**config.mk**
```make
export PLATFORM = sky130hd
export DESIGN_NAME = stepdrv_top
export DESIGN_NICKNAME = d
export VERILOG_FILES = /design/src/rtl/stepdrv_pkg.sv /design/src/rtl/stepdrv_presc.sv /design/src/rtl/stepdrv_gen.sv /design/src/rtl/stepdrv_route.sv /design/src/rtl/stepdrv_top.sv
export SDC_FILE = /design/constraint.sdc
export NUM_CORES = 1
export LEC_CHECK = 0
export BUFFER_PORTS_ARGS = -buffer_cell sky130_fd_sc_hd__clkbuf_2
export CAP_MARGIN = 20
export CORE_UTILIZATION = 50
export CTS_BUF_LIST = sky130_fd_sc_hd__clkbuf_16
export CTS_CLUSTER_SIZE = 40
export DETAILED_ROUTE_END_ITERATION = 16
export PLACE_DENSITY = 0.7
export REMOVE_ABC_BUFFERS = 1
export SYNTH_ARGS = -nofsm -noshare
export SYNTH_HDL_FRONTEND = slang
export SYNTH_SLANG_ARGS = --single-unit
```
**constraint.sdc**
```tcl
create_clock -name clk -period 4.01 [get_ports clk]
set_clock_uncertainty 0.05 [all_clocks]
set_input_delay 0.401 -clock clk [delete_from_list [all_inputs] [get_ports clk]]
set_output_delay 0.401 -clock clk [all_outputs]
set_load 0.01 [all_outputs]
```
**src/rtl/stepdrv_pkg.sv**
```systemverilog
package stepdrv_pkg;

    localparam int CNT_W  = 10;
    localparam int NPIN   = 4;
    localparam int SEL_W  = 3;
    localparam int CODE_W = 4;
    localparam int DIV_W  = 6;

    localparam logic [SEL_W-1:0] SEL_LOW  = 3'b000;
    localparam logic [SEL_W-1:0] SEL_HIGH = 3'b001;
    localparam logic [SEL_W-1:0] SEL_PWM  = 3'b010;
    localparam logic [SEL_W-1:0] SEL_PWMN = 3'b011;

    typedef struct packed {
        logic [CNT_W-1:0]      cmp_a;
        logic [CNT_W-1:0]      cmp_b;
        logic [NPIN*SEL_W-1:0] sel;
    } drv_cfg_t;

    // Prescaler code to divide ratio; bit 3 picks the coarse table.
    function automatic logic [DIV_W-1:0] div_ratio(input logic [CODE_W-1:0] code);
        logic [DIV_W-1:0] r;
        case (code)
            4'b0000: r = 6'd1;
            4'b0001: r = 6'd2;
            4'b0010: r = 6'd4;
            4'b0011: r = 6'd6;
            4'b0100: r = 6'd8;
            4'b0101: r = 6'd10;
            4'b0110: r = 6'd12;
            4'b0111: r = 6'd16;
            4'b1000: r = 6'd2;
            4'b1001: r = 6'd8;
            4'b1010: r = 6'd10;
            4'b1011: r = 6'd12;
            4'b1100: r = 6'd16;
            4'b1101: r = 6'd20;
            4'b1110: r = 6'd24;
            default: r = 6'd32;
        endcase
        return r;
    endfunction

    // Level of one pin for its routing code.
    function automatic logic pin_level(input logic [SEL_W-1:0] code,
                                       input logic pwm, input logic run);
        logic v;
        case (code)
            SEL_HIGH: v = 1'b1;
            SEL_PWM:  v = run & pwm;
            SEL_PWMN: v = run & ~pwm;
            default:  v = 1'b0;
        endcase
        return v;
    endfunction

endpackage

```
**src/rtl/stepdrv_presc.sv**
```systemverilog
module stepdrv_presc
    import stepdrv_pkg::*;
#(
    parameter int W = DIV_W
) (
    input  logic         clk,
    input  logic         rst,
    input  logic         run,
    input  logic [W-1:0] div,
    output logic         tick
);
    logic [W-1:0] pcnt;

    assign tick = run && (pcnt == div - 1'b1);

    always_ff @(posedge clk) begin
        if (rst || !run) begin
            pcnt <= '0;
        end else if (tick) begin
            pcnt <= '0;
        end else begin
            pcnt <= pcnt + 1'b1;
        end
    end
endmodule

```
**src/rtl/stepdrv_gen.sv**
```systemverilog
module stepdrv_gen
    import stepdrv_pkg::*;
#(
    parameter int W = CNT_W
) (
    input  logic         clk,
    input  logic         rst,
    input  logic         en,
    input  logic         tick,
    input  logic [W-1:0] cmp,
    output logic [W-1:0] cnt,
    output logic         pwm,
    output logic         wrap
);
    assign pwm  = en && (cnt < cmp);
    assign wrap = en && tick && (cnt == '1);

    always_ff @(posedge clk) begin
        if (rst || !en) begin
            cnt <= '0;
        end else if (tick) begin
            cnt <= cnt + 1'b1;
        end
    end
endmodule

```
**src/rtl/stepdrv_route.sv**
```systemverilog
module stepdrv_route
    import stepdrv_pkg::*;
#(
    parameter int N  = NPIN,
    parameter int SW = SEL_W
) (
    input  logic [N*SW-1:0] sel,
    input  logic [1:0]      pwm,
    input  logic            run,
    output logic [N-1:0]    pins
);
    localparam int PINS_PER_COIL = N / 2;

    for (genvar i = 0; i < N; i++) begin : g_pin
        localparam int COIL = i / PINS_PER_COIL;
        assign pins[i] = pin_level(sel[i*SW +: SW], pwm[COIL], run);
    end
endmodule

```
**src/rtl/stepdrv_top.sv**
```systemverilog
module stepdrv_top
    import stepdrv_pkg::*;
#(
    parameter int CW = CNT_W,
    parameter int N  = NPIN,
    parameter int SW = SEL_W
) (
    input  logic           clk,
    input  logic           rst,
    input  logic           presc_wr,
    input  logic [3:0]     presc_code,
    input  logic           ce_wr,
    input  logic           ce_wdata,
    input  logic           trig,
    input  logic           shd_wr,
    input  logic [CW-1:0]  shd_cmp_a,
    input  logic [CW-1:0]  shd_cmp_b,
    input  logic [N*SW-1:0] shd_sel,
    input  logic           xfer_req,
    output logic [N-1:0]   coil_pins
);
    logic              ce_q;
    logic              en_b_q;
    logic              tick_a;
    logic              tick_b_q;
    logic [CODE_W-1:0] presc_q;
    logic [DIV_W-1:0]  div;
    drv_cfg_t          shd_q;
    drv_cfg_t          act_q;
    logic              pend_q;
    logic              do_xfer;
    logic [CW-1:0]     cnt_a;
    logic [CW-1:0]     cnt_b;
    logic [1:0]        pwm;
    logic              wrap_a;
    logic              wrap_b;
    logic [N*SW-1:0]   sel_act;

    // Run bit: a trigger while stopped beats a same-cycle software write.
    always_ff @(posedge clk) begin
        if (rst) begin
            ce_q <= 1'b0;
        end else if (trig && !ce_q) begin
            ce_q <= 1'b1;
        end else if (ce_wr) begin
            ce_q <= ce_wdata;
        end
    end

    // Prescaler code is locked while running.
    always_ff @(posedge clk) begin
        if (rst) begin
            presc_q <= '0;
        end else if (presc_wr && !ce_q) begin
            presc_q <= presc_code;
        end
    end

    assign div = div_ratio(presc_q);

    // Generator B lags A by one peripheral clock in both enable and tick.
    always_ff @(posedge clk) begin
        if (rst) begin
            en_b_q   <= 1'b0;
            tick_b_q <= 1'b0;
        end else begin
            en_b_q   <= ce_q;
            tick_b_q <= tick_a;
        end
    end

    // Shadow and active configuration.
    assign do_xfer = pend_q && (!ce_q || wrap_a);

    always_ff @(posedge clk) begin
        if (rst) begin
            shd_q  <= '0;
            act_q  <= '0;
            pend_q <= 1'b0;
        end else begin
            if (shd_wr) begin
                shd_q.cmp_a <= shd_cmp_a;
                shd_q.cmp_b <= shd_cmp_b;
                shd_q.sel   <= shd_sel;
            end
            if (do_xfer) begin
                act_q <= shd_q;
            end
            if (xfer_req) begin
                pend_q <= 1'b1;
            end else if (do_xfer) begin
                pend_q <= 1'b0;
            end
        end
    end

    stepdrv_presc #(.W(DIV_W)) u_presc (
        .clk  (clk),
        .rst  (rst),
        .run  (ce_q),
        .div  (div),
        .tick (tick_a)
    );

    stepdrv_gen #(.W(CW)) u_gen_a (
        .clk  (clk),
        .rst  (rst),
        .en   (ce_q),
        .tick (tick_a),
        .cmp  (act_q.cmp_a),
        .cnt  (cnt_a),
        .pwm  (pwm[0]),
        .wrap (wrap_a)
    );

    stepdrv_gen #(.W(CW)) u_gen_b (
        .clk  (clk),
        .rst  (rst),
        .en   (en_b_q),
        .tick (tick_b_q),
        .cmp  (act_q.cmp_b),
        .cnt  (cnt_b),
        .pwm  (pwm[1]),
        .wrap (wrap_b)
    );

    assign sel_act = act_q.sel;

    stepdrv_route #(.N(N), .SW(SW)) u_route (
        .sel  (sel_act),
        .pwm  (pwm),
        .run  (ce_q),
        .pins (coil_pins)
    );
endmodule

```
* After elaboration in Yosys (flattened, before gate mapping) *
Memory sizes are Yosys's and may differ from the RTL's. A register that Yosys moved wholly into a read port is not among the register bits.
Index checks and enable logic that the tools add are counted.

operators by class
  add/sub/neg operators = 4
  multiply operators = 0
  divide/modulo/power cells = 0
  order comparisons = 2
  equality and inequality tests = 14
  shift operators = 0
  muxes and demuxes = 10
  bitwise logic cells = 6
  reductions and logical operators = 16

operators by type and width
  kind                                                                    number
  3-bit by 2-bit equality test with 1-bit output (second input constant)  8
  10-bit by 1-bit adder with 10-bit output (second input constant)        2
  10-bit < comparator                                                     2
  3-bit by 1-bit equality test with 1-bit output (second input constant)  4
  1-bit case mux with 3 select lines                                      4
  10-bit equality test (second input constant)                            1
  1-bit logical AND                                                       8
  4-bit two-way mux                                                       2
  6-bit by 1-bit adder with 6-bit output (second input constant)          1
  6-bit equality test                                                     1
  6-bit by 1-bit subtractor with 6-bit output (second input constant)     1
  1-bit AND                                                               4
  1-bit two-way mux                                                       4
  2-bit nonzero test                                                      2
  1-bit logical OR                                                        3
  1-bit zero test                                                         2
  1-bit NOT                                                               2
  2-bit OR reduction                                                      1

word-level totals
  flip-flop bits (word level) = 98
  latch bits = 0
  bits in writable memories = 0
  ROM bits = 96
  input port bits = 44
  output and inout port bits = 4
  logic and storage cells = 67
  memories kept = 1

memory list
  name             words  bits a word  read ports  clocked after Yosys merged registers in  wr ports  RTL line           text
  (no name shown)  16     6            1           1                                        0         stepdrv_pkg.sv:23  case (code)

* Depth between registers and ports, before layout *
Gate-level depths: netlist of run 1.

  depth in word-level cells = 9
  depth in mapped cells = 9
  mapped depth without buffers = 8

* By module *
A second synthesis of run 1 with hierarchy kept.

second synthesis, totals
  cells, all modules = 525
  area total of the unflattened synthesis = 4708.3 sq um

modules (own cells, without submodules)
  module         times used  cells each  area an instance (sq um)  seq. area each (sq um)
  stepdrv_top    1           304         2820.2                    1561.5
  stepdrv_gen    2           77          649.4                     200.2
  stepdrv_presc  1           50          466.7                     120.1
  stepdrv_route  1           17          122.6                     0.0

* Least setup slack after synthesis of run 1 *
No wires, ideal clock.

  path type = register -> output
  start = reg act_q[26] (netlist bit)
  end = out coil_pins[0]
  arrival time = 2074 ps
  required time = 3559 ps
  slack = 1485 ps
  cell stages (with the launch flop) = 9
  path buffers = 0
  path through = dfxtp_1 inv_1 ha_1 a21o_1 a2111oi_0 o21a_1 o21ai_0 or3_1 a31oi_1

between the ends
  longest elaborated chain between the ends = 5
  elaborated cells between the ends (all ways) = 6
  classes of those cells = 1 x order compare; 1 x mux; 3 x bitwise; 1 x reduce/logical

RTL lines
  item                                    RTL line           text
  from (decl)                             stepdrv_top.sv:29  drv_cfg_t act_q;
  from (signal assigned)                  stepdrv_top.sv:87  act_q <= shd_q;
  10-bit < comparator (*)                 stepdrv_gen.sv:15  assign pwm = en && (cnt < cmp);
  1-bit logical AND (*)                   stepdrv_gen.sv:15
  1-bit NOT                               stepdrv_pkg.sv:51  SEL_PWMN: v = run & ~pwm;
  1-bit AND                               stepdrv_pkg.sv:51
  1-bit case mux with 3 select lines (*)  stepdrv_pkg.sv:48  case (code)
  to (decl)                               stepdrv_top.sv:20  output logic [N-1:0] coil_pins

Mark *: on every way between the ends. The rest lies on a longest branch, timed or not.

* Worst setup path after layout of run 1 *
  start = reg act_q[26] (netlist bit)
  end = out coil_pins[1]

The elaborated chain is that of the path after synthesis.

==> reports/metrics.cfg, run 1 <==
[synth]
syn-instance-count = 453
ys_types = 47
postSynthAreaPerCell_um2 = 9.95
syn_area_um2 = 4510
async_flop_share = 0
synth_top_area_frac = 0.462
ys.warnings.count = 0
synth_edf_count = 0
ys.flop_type = dfxtp_1
yosysMostFrequentCell = dfxtp_1
ys_seq_area_frac = 0.462
synth_area_leader_cell = dfxtp_1
synthTopCellsByArea = dfxtp_1 (46%), mux2i_1 (8.7%), a22o_1 (6.2%)
synth_seq_cells = 104
synth.cells.most_frequent = dfxtp_1 (104), nor2_1 (58), mux2i_1 (39)

[cts]
cts_hold_buffers = 0
tritoncts = yes
htree_levels = 3
root_buffer = clkbuf_16
clkTransAtPathRegs_ns = 0.07
clkSinkCount = 104
post_cts_buffers = 0
insertion_delay_ns = 0.35
cts_resized = 0
clk_path_buf_depth = 2
cts-buffers-inserted = 9

[sta]
setup_tns_ns = 0
slew_viol_final = 0
rsz0062_at_grt = no
finalSetupViolCount = 0
tightest_slew_ns = 0.660
fin_crit_sh = 0.808
period_minus_slack_ns = 3.24
slew_headroom = 0.560
whs_ns = 0.239
fmax_mhz = 308
hold_viol = 0

[die]
fp.dieW_um = 96.9
ios = 48
core-area_um2 = 8720
die_y_um = 96.9
die-area_um2 = 9390
fp-row-count = 34
start_util = 0.517

[worst_setup_path]
endpoint_kind = primary output
ff2ff_path_depth = 9
crit_family = compound AO/OA/AOI/OAI gates
cp.depth = 9
crit_required_ns = 3.56
critPathKind = reg2out
r2r_slack_ns = 1.12
cp_cell_sequence = inv_1 -> ha_1 -> a21o_1 -> a2111oi_0 -> o21a_1 -> o21ai_0 -> or3_1 -> a31oi_1 -> clkbuf_2
r2r_end = sel_act[2]
critPathMaxStageDelay_ns = 0.43
critPathLaunchType = flip-flop
critPathSlowestCell = a2111oi_0
cp.arrival_ns = 2.79
cp_max_fo = 4
crit_end = coil_pins[1]
crit_buf_inv = 2
r2r-start = div[0]
crit_start = act_q[26]

[drt]
wl_per_cell_um = 14.5
initialDrtViolationCount = 99
viasPerCell = 5.44
postRouteWirelength_mm = 8.84
ant_nets = 0
drc = 0
drt_pass1_iterations = 4
via_count = 3314

[grt]
grt_util_met1 = 0.229
grt_usage = 0.200
antenna_found_initial = 0
grt_pass1_wl_mm = 15.1
grt_pass1_vias = 3348
busiest_layer = met2
met3_usage = 0.0506
grt_overflow = 0
met2_usage = 0.357
grt_start_max_net_pins = 33

[power]
p_leak_nw = 2.19
powerDensity_nw_per_um2 = 414
vdd_drop_max_mv = 0.212

[min_path]
holdPathStages = 3
worstHoldPathType = in2reg

[finish]
diodes = 0
nets = 562
area_delta_synth_final_pct = 12.7
drive_gt1_frac = 0.152
final_cell_area_um2 = 5080
fin_cells = 609
postLayoutCoreUtil = 0.582

[placement]
placed_cells = 592
io_buffers = 47
place_congestion = 0.798
placed_cell_area_um2 = 4790
dpl.hpwl_mm = 6.32

[outcome]
status = finished clean

[flow_run]
max_cap_violations = 0

tightest hold or removal path, stage by stage:
cell and delay, ns:
clkbuf_2 0.07, mux2i_1 0.05, nor2_1 0.07
report_power, final:
group          switching, mW  total (mW)  internal (mW)
logic                  0.110       0.195         0.0854
clock network          0.388       0.809          0.421
registers             0.0251        1.10           1.07
cells in the final DEF (no fill, tap or decap), types with 8 or more instances in the layout:
cell and instances:
a21oi_1 10, ha_1 22, dfxtp_1 104, clkbuf_2 47
nand3_1 12, clkbuf_16 9, nor2_1 58, mux2i_1 39
o21ai_0 10, xnor2_1 8, a22o_1 32, xor2_1 17
nand2_1 19, inv_1 27
sequential cells by signal, indices dropped and copies added (netlist names):
| register | cells |
|---|---|
| pend_q | 1 |
| ce_q | 1 |
| presc_q | 4 |
| shd_q | 32 |
| act_q | 20 |
| sel_act | 12 |
| u_presc.pcnt | 6 |
| en_b_q | 1 |
| u_gen_a.cnt | 10 |
| tick_b_q | 1 |
| div | 6 |
| u_gen_b.cnt | 10 |
final cells by class:
cell class | count | area (um^2)
multi-input cells | 303 | 2210
well taps | 108 | 135
inverters | 26 | 97.6
clock buffers | 9 | 225
flip-flops and latches | 104 | 2080
repair buffers | 52 | 285
clock inverters | 7 | 46.3
fillers | 756 | 3640
routing by layer:
metal,vias to the layer above,routed length (um)
li1,1684,-
met1,1576,4000
met2,40,4420
met3,14,272
met4,0,146
met5,-,0
through the flow:
stage                     setup slack [ns]  total power [mW]
final                                0.768              2.10
after detailed placement              1.11              1.32
after global placement                1.20              1.31
after global routing                 0.506              2.18
after CTS                            0.735              2.12
after floorplan                       1.24              1.24
logic make-up after synthesis:
group | count (synthesis) | share of synthesized area
and+or+nand+nor | 137 | 0.150
AOI/OAI and AO/OA | 80 | 0.143
xor gates and xnor gates | 25 | 0.0486
muxes | 39 | 0.0866
adders and majority gates | 22 | 0.0611
DFF | 104 | 0.462
buffers and inverters | 46 | 0.0483
how the worst min path moves through the flow:
stage | startpoint | end | slack, ns
floorplan | u_presc.pcnt[0] | u_presc.pcnt[0] | 0.39
global placement | shd_q[11] | sel_act[11] | 0.40
detailed placement | shd_q[12] | act_q[12] | 0.41
CTS | xfer_req | pend_q | 0.23
global route | trig | ce_q | 0.25
finish | shd_cmp_a[6] | shd_q[28] | 0.24
(Power assumes the default switching activity.)
==> run 2: changes to the inputs <==
==> constraint.sdc (replaced) <==
create_clock -name clk -period 3 [get_ports clk]
set_clock_uncertainty 0.05 [all_clocks]
set_input_delay 0.3 -clock clk [delete_from_list [all_inputs] [get_ports clk]]
set_output_delay 0.3 -clock clk [all_outputs]
set_load 0.01 [all_outputs]
==> run 2 against run 1 <==
Clock power is 29% higher. Largest power group unchanged. Critical path type unchanged. Hold slack worse by 0.10 ns. Combinational power is 34% higher. Largest cell class unchanged. Critical path depth stayed put. Final area is 0.57% higher. Cell count is 0.49% higher.
==> reports/metrics.cfg, run 2 (same netlist as run 1, synthesis figures left out) <==
[outcome]
status = finished clean  ; unchanged

[sta]
tightest_slew_ns = 0.593  ; was 0.660 ns
fin_crit_sh = 0.959
hold_viol = 0  ; unchanged
fmax_mhz = 348
rsz0062_at_grt = no  ; unchanged
slew_headroom = 0.603  ; was 0.560
period_minus_slack_ns = 2.88
finalSetupViolCount = 0  ; unchanged
setup_tns_ns = 0  ; unchanged
slew_viol_final = 0  ; unchanged

[worst_setup_path]
critPathSlowestCell = a2111oi_2  ; was a2111oi_0
cp_cell_sequence = inv_1 -> ha_1 -> a21o_1 -> a2111oi_2 -> o21a_1 -> o21ai_2 -> or3_1 -> a31oi_1 -> clkbuf_2  ; was inv_1 -> ha_1 -> a21o_1 -> a2111oi_0 -> o21a_1 -> o21ai_0 -> or3_1 -> a31oi_1 -> clkbuf_2
crit_buf_inv = 2  ; unchanged
crit_required_ns = 2.65  ; was 3.56 ns
cp.arrival_ns = 2.53  ; was 2.79 ns
endpoint_kind = primary output  ; unchanged
critPathLaunchType = flip-flop  ; unchanged
critPathMaxStageDelay_ns = 0.35  ; was 0.43 ns
cp_max_fo = 4  ; unchanged
crit_family = compound AO/OA/AOI/OAI gates  ; unchanged
critPathKind = reg2out  ; unchanged

[power]
powerDensity_nw_per_um2 = 542  ; was 414 nW/um^2
p_seq_frac = 0.530  ; was 0.522
power_frac_comb = 0.094  ; was 0.093
vdd_drop_max_mv = 0.373  ; was 0.212 mV
p_leak_nw = 2.21  ; was 2.19 nW
p_int_mw = 2.10  ; was 1.58 mW
switching_share = 0.240  ; was 0.249
power_frac_clock = 0.376  ; was 0.385
switchingPower_mw = 0.665  ; was 0.523 mW

[finish]
nets = 566  ; was 562
area_delta_synth_final_pct = 13.3  ; was 12.7%
max_flop_register = shd_q  ; unchanged
layout_common_cells = dfxtp_1 (104), nor2_1 (58), clkbuf_2 (47)  ; unchanged
final_common_cell = dfxtp_1  ; unchanged
diodes = 0  ; unchanged
largest_reg_flops = 32  ; unchanged
final_cell_area_um2 = 5110  ; was 5080 um^2
drive_gt1_frac = 0.163  ; was 0.152
fillers = 766  ; was 756

[drt]
drt_pass1_iterations = 5  ; was 4
ant_nets = 0  ; unchanged
via_count = 3367  ; was 3,314
drc = 0  ; unchanged
initialDrtViolationCount = 140  ; was 99
viasPerCell = 5.50  ; was 5.44
wl_per_cell_um = 13.6  ; was 14.5 um
postRouteWirelength_mm = 8.32  ; was 8.84 mm

[cts]
insertion_delay_ns = 0.34  ; was 0.35 ns
cts-buffers-inserted = 9  ; unchanged
clk_path_buf_depth = 2  ; unchanged
clkTransAtPathRegs_ns = 0.07  ; about the same
htree_levels = 3  ; unchanged
clkSinkCount = 104  ; unchanged
root_buffer = clkbuf_16  ; unchanged
cts_hold_buffers = 0  ; unchanged
tritoncts = yes  ; unchanged

[grt]
antenna_found_initial = 0  ; unchanged
grt_usage = 0.188  ; was 0.200
grt_pass1_vias = 3256  ; was 3,348
grt_pass1_wl_mm = 14.3  ; was 15.1 mm
grt_start_max_net_pins = 33  ; unchanged
grt_overflow = 0  ; unchanged

[die]
start_util = 0.517  ; unchanged
die-area_um2 = 9390  ; unchanged
core-area_um2 = 8720  ; unchanged
ios = 48  ; unchanged
fp.dieW_um = 96.9  ; unchanged
fp-row-count = 34  ; unchanged
die_y_um = 96.9  ; unchanged

[placement]
dpl.hpwl_mm = 6.02  ; was 6.32 mm
placed_cell_area_um2 = 4820  ; was 4790 um^2
io_buffers = 47  ; unchanged
place_congestion = 0.844  ; was 0.798

[min_path]
worstHoldPathType = in2reg  ; unchanged

[flow_run]
max_cap_violations = 0  ; unchanged

[run 2: power groups by stage]
stage          clock network [mW]  registers (mW)  logic (mW)
3_5_place_dp                    0            1.50       0.261
4_1_cts                      1.08            1.47       0.263
3_3_place_gp                    0            1.50       0.253
2_1_floorplan                   0            1.49       0.164
6_report                     1.04            1.47       0.261
5_1_grt                      1.14            1.47       0.292
[run 2: layer usage]
metal | part of all wire | track usage | wire, um | up-vias
li1 | - | - | - | 1686
met1 | 0.45 | 0.213 | 3750 | 1632
met2 | 0.50 | 0.331 | 4200 | 35
met3 | 0.027 | 0.0527 | 225 | 14
met4 | 0.017 | 0.0735 | 142 | 0
met5 | 0 | 0 | 0 | -
[run 2: tightest hold or removal path, stage by stage]
cell and delay (ns):
clkbuf_2 0.09, inv_1 0.05, a21oi_1 0.05
[run 2: worst paths after layout]
kind	startpoint	to	slack, ns	cells past startpoint
min reg2reg	shd_q[1]	sel_act[1]	0.42	1
max	act_q[26]	coil_pins[1]	0.12	9
max reg2reg	div[0]	act_q[20]	0.41	9
min	xfer_req	pend_q	0.14	3
[run 2: through the flow]
stage	utilization	power, mW	worst slack (ns)	std cells	hold slack [ns]
6_report	0.586	2.77	0.123	612	0.138
4_1_cts	0.582	2.81	0.0148	611	0.127
2_1_floorplan	-	1.65	0.226	433	0.319
5_1_grt	0.586	2.91	0.0223	612	0.142
3_3_place_gp	0.552	1.75	0.325	596	0.400
3_5_place_dp	0.552	1.76	0.307	596	0.406
[run 2: layout make-up]
| cell class | count | area [um^2] | area share |
|---|---|---|---|
| timing repair buffer | 56 | 303 | 0.0593 |
| clock inverter | 6 | 35.0 | 0.00686 |
| clock buffer | 9 | 225 | 0.0441 |
| inverter | 26 | 97.6 | 0.0191 |
| multi-input combinational | 303 | 2230 | 0.436 |
| tap | 108 | 135 | 0.0265 |
| sequential | 104 | 2080 | 0.408 |
[run 2: what timing repair did]
action / CTS / global route
gates resized for setup: 2 / 6
pin swaps: 0 / 2
buffers inserted: 0 / 1
setup endpoints to repair: 2 / 4
==> run 3: changes to the inputs <==
--- a/config.mk
+++ b/config.mk
@@ -7,10 +7,12 @@
 export LEC_CHECK = 0
 export BUFFER_PORTS_ARGS = -buffer_cell sky130_fd_sc_hd__clkbuf_2
 export CAP_MARGIN = 20
+export CORE_MARGIN = 4
 export CORE_UTILIZATION = 50
 export CTS_BUF_LIST = sky130_fd_sc_hd__clkbuf_16
 export CTS_CLUSTER_SIZE = 40
 export DETAILED_ROUTE_END_ITERATION = 16
+export MAX_ROUTING_LAYER = met4
 export PLACE_DENSITY = 0.7
 export REMOVE_ABC_BUFFERS = 1
 export SYNTH_ARGS = -nofsm -noshare
==> run 3 against run 2 <==
Combinational power barely moved. Critical path depth down 1. Non-clock buffer count down 1. Largest cell class unchanged. Worst setup slack better by 0.014 ns. Clock-buffer cell count stayed put. First-iteration DRC count is 0.71% higher.
==> reports/metrics.cfg, run 3 (same netlist as run 1, synthesis figures left out) <==
[sta]
slew_viol_final = 0  ; unchanged
setup_tns_ns = 0  ; unchanged
period_minus_slack_ns = 2.86  ; was 2.88 ns
hold_viol = 0  ; unchanged
rsz0062_at_grt = no  ; unchanged
fin_crit_sh = 0.954  ; was 0.959
fmax_mhz = 349  ; was 348 MHz
tightest_slew_ns = 0.794  ; was 0.593 ns
slew_headroom = 0.471  ; was 0.603
finalSetupViolCount = 0  ; unchanged
fin_ws_ns = 0.137  ; was 0.123 ns

[worst_setup_path]
critPathLaunchType = flip-flop  ; unchanged
endpoint_kind = primary output  ; unchanged
cp.arrival_ns = 2.51  ; was 2.53 ns
critPathKind = reg2out  ; unchanged
cp_max_fo = 4  ; unchanged
crit_end = coil_pins[0]  ; was coil_pins[1]
crit_start = u_gen_a.cnt[4]  ; was act_q[26]
r2r_end = sel_act[8]  ; was act_q[20]
ff2ff_path_depth = 9  ; unchanged
crit_required_ns = 2.65  ; about the same
r2r_slack_ns = 0.40  ; was 0.41 ns
r2r-start = div[0]  ; unchanged

[power]
p_seq_frac = 0.505  ; was 0.530
powerDensity_nw_per_um2 = 561  ; was 542 nW/um^2
switching_share = 0.242  ; was 0.240
p_leak_nw = 2.22  ; was 2.21 nW
switchingPower_mw = 0.702  ; was 0.665 mW
p_int_mw = 2.20  ; was 2.10 mW
vdd_drop_max_mv = 0.293  ; was 0.373 mV
power_frac_comb = 0.090  ; was 0.094
power_frac_clock = 0.405  ; was 0.376

[finish]
area_delta_synth_final_pct = 15.0  ; was 13.3%
diodes = 0  ; unchanged
largest_reg_flops = 32  ; unchanged
drive_gt1_frac = 0.171  ; was 0.163
max_flop_register = shd_q  ; unchanged
layout_common_cells = dfxtp_1 (104), nor2_1 (58), clkbuf_2 (45)  ; was dfxtp_1 (104), nor2_1 (58), clkbuf_2 (47)
final_common_cell = dfxtp_1  ; unchanged
nets = 565  ; was 566

[grt]
grt_start_max_net_pins = 36  ; was 33
grt_pass1_vias = 3312  ; was 3,256
grt_pass1_wl_mm = 14.7  ; was 14.3 mm
antenna_found_initial = 0  ; unchanged
grt_usage = 0.179  ; was 0.188
grt_overflow = 0  ; unchanged

[die]
die-area_um2 = 10600  ; was 9390 um^2
fp-row-count = 34  ; unchanged
start_util = 0.514  ; was 0.517
core-area_um2 = 8760  ; was 8720 um^2
ios = 48  ; unchanged
die_y_um = 103  ; was 96.9 um
fp.dieW_um = 103  ; was 96.9 um

[outcome]
status = finished clean  ; unchanged

[drt]
via_count = 3341  ; was 3,367
drt_pass1_iterations = 4  ; was 5
initialDrtViolationCount = 141  ; was 140
ant_nets = 0  ; unchanged
postRouteWirelength_mm = 8.73  ; was 8.32 mm
drc = 0  ; unchanged
viasPerCell = 5.46  ; was 5.50
wl_per_cell_um = 14.3  ; was 13.6 um

[min_path]
worstHoldPathType = in2reg  ; unchanged
hold_path_startpoint = xfer_req  ; unchanged

[cts]
insertion_delay_ns = 0.34  ; about the same
clkTransAtPathRegs_ns = 0.07  ; about the same
post_cts_buffers = 0  ; unchanged
cts_hold_buffers = 0  ; unchanged
root_buffer = clkbuf_16  ; unchanged
clkSinkCount = 104  ; unchanged
clk_path_buf_depth = 2  ; unchanged
cts-buffers-inserted = 9  ; unchanged
tritoncts = yes  ; unchanged
htree_levels = 3  ; unchanged

[placement]
dpl.hpwl_mm = 6.28  ; was 6.02 mm
io_buffers = 47  ; unchanged
place_ws_ns = 0.265  ; was 0.307 ns
place_congestion = 0.832  ; was 0.844

[flow_run]
max_cap_violations = 0  ; unchanged

==> run 3: worst min path at each step <==
stage               slack (ns)  depth (start not counted)         end
floorplan                 0.32                          1        ce_q
global placement          0.40                          1  sel_act[5]
detailed placement        0.41                          1  sel_act[6]
CTS                       0.12                          3      pend_q
global route              0.14                          3        ce_q
finish                    0.13                          3      pend_q
==> run 3: worst max-delay path: stages, from the launching register on <==
cell       delay (ns)
dfxtp_1          0.42
ha_4             0.23
a21o_1           0.20
a2111oi_4        0.36
o21a_1           0.19
o21ai_2          0.10
or3_1            0.35
a31oi_1          0.16
buf_2            0.15
==> run 3: what timing repair did <==
item                       4_1_cts  5_1_grt
setup endpoints to repair        4        4
pin swaps                        0        1
resized for setup                6        7
==> run 3: final cells by class <==
| class | instances | area, um^2 |
|---|---|---|
| inverters | 26 | 97.6 |
| clock inverters | 7 | 78.8 |
| multi-input cells | 303 | 2270 |
| clock buffers | 9 | 225 |
| flip-flops and latches | 104 | 2080 |
| fillers | 796 | 3580 |
| well taps | 108 | 135 |
| repair buffers | 55 | 295 |
==> run 3: stage by stage <==
stage / area (um^2) / cells / total power, mW / util / hold WS [ns]
CTS: 5130 / 612 / 2.94 / 0.586 / 0.125
finish: 5180 / 612 / 2.90 / 0.591 / 0.127
global route: 5180 / 612 / 3.03 / 0.591 / 0.140
global placement: 4820 / 596 / 1.75 / 0.550 / 0.399
detailed placement: 4820 / 596 / 1.76 / 0.550 / 0.407
floorplan: 4390 / 433 / 1.65 / - / 0.319
==> run 3: power by group through the flow <==
stage	sequential, mW	combinational, mW	clock, mW
4_1_cts	1.47	0.265	1.21
5_1_grt	1.47	0.293	1.26
3_5_place_dp	1.50	0.261	0
2_1_floorplan	1.49	0.164	0
3_3_place_gp	1.50	0.252	0
6_report	1.47	0.262	1.18
==> run 3: metal layers <==
| metal | part of all wire | vias to the layer above | track usage |
|---|---|---|---|
| li1 | - | 1690 | - |
| met3 | 0.028 | 11 | 0.0460 |
| met1 | 0.44 | 1597 | 0.204 |
| met5 | 0 | - | - |
| met2 | 0.52 | 43 | 0.313 |
| met4 | 0.0098 | 0 | 0.0488 |
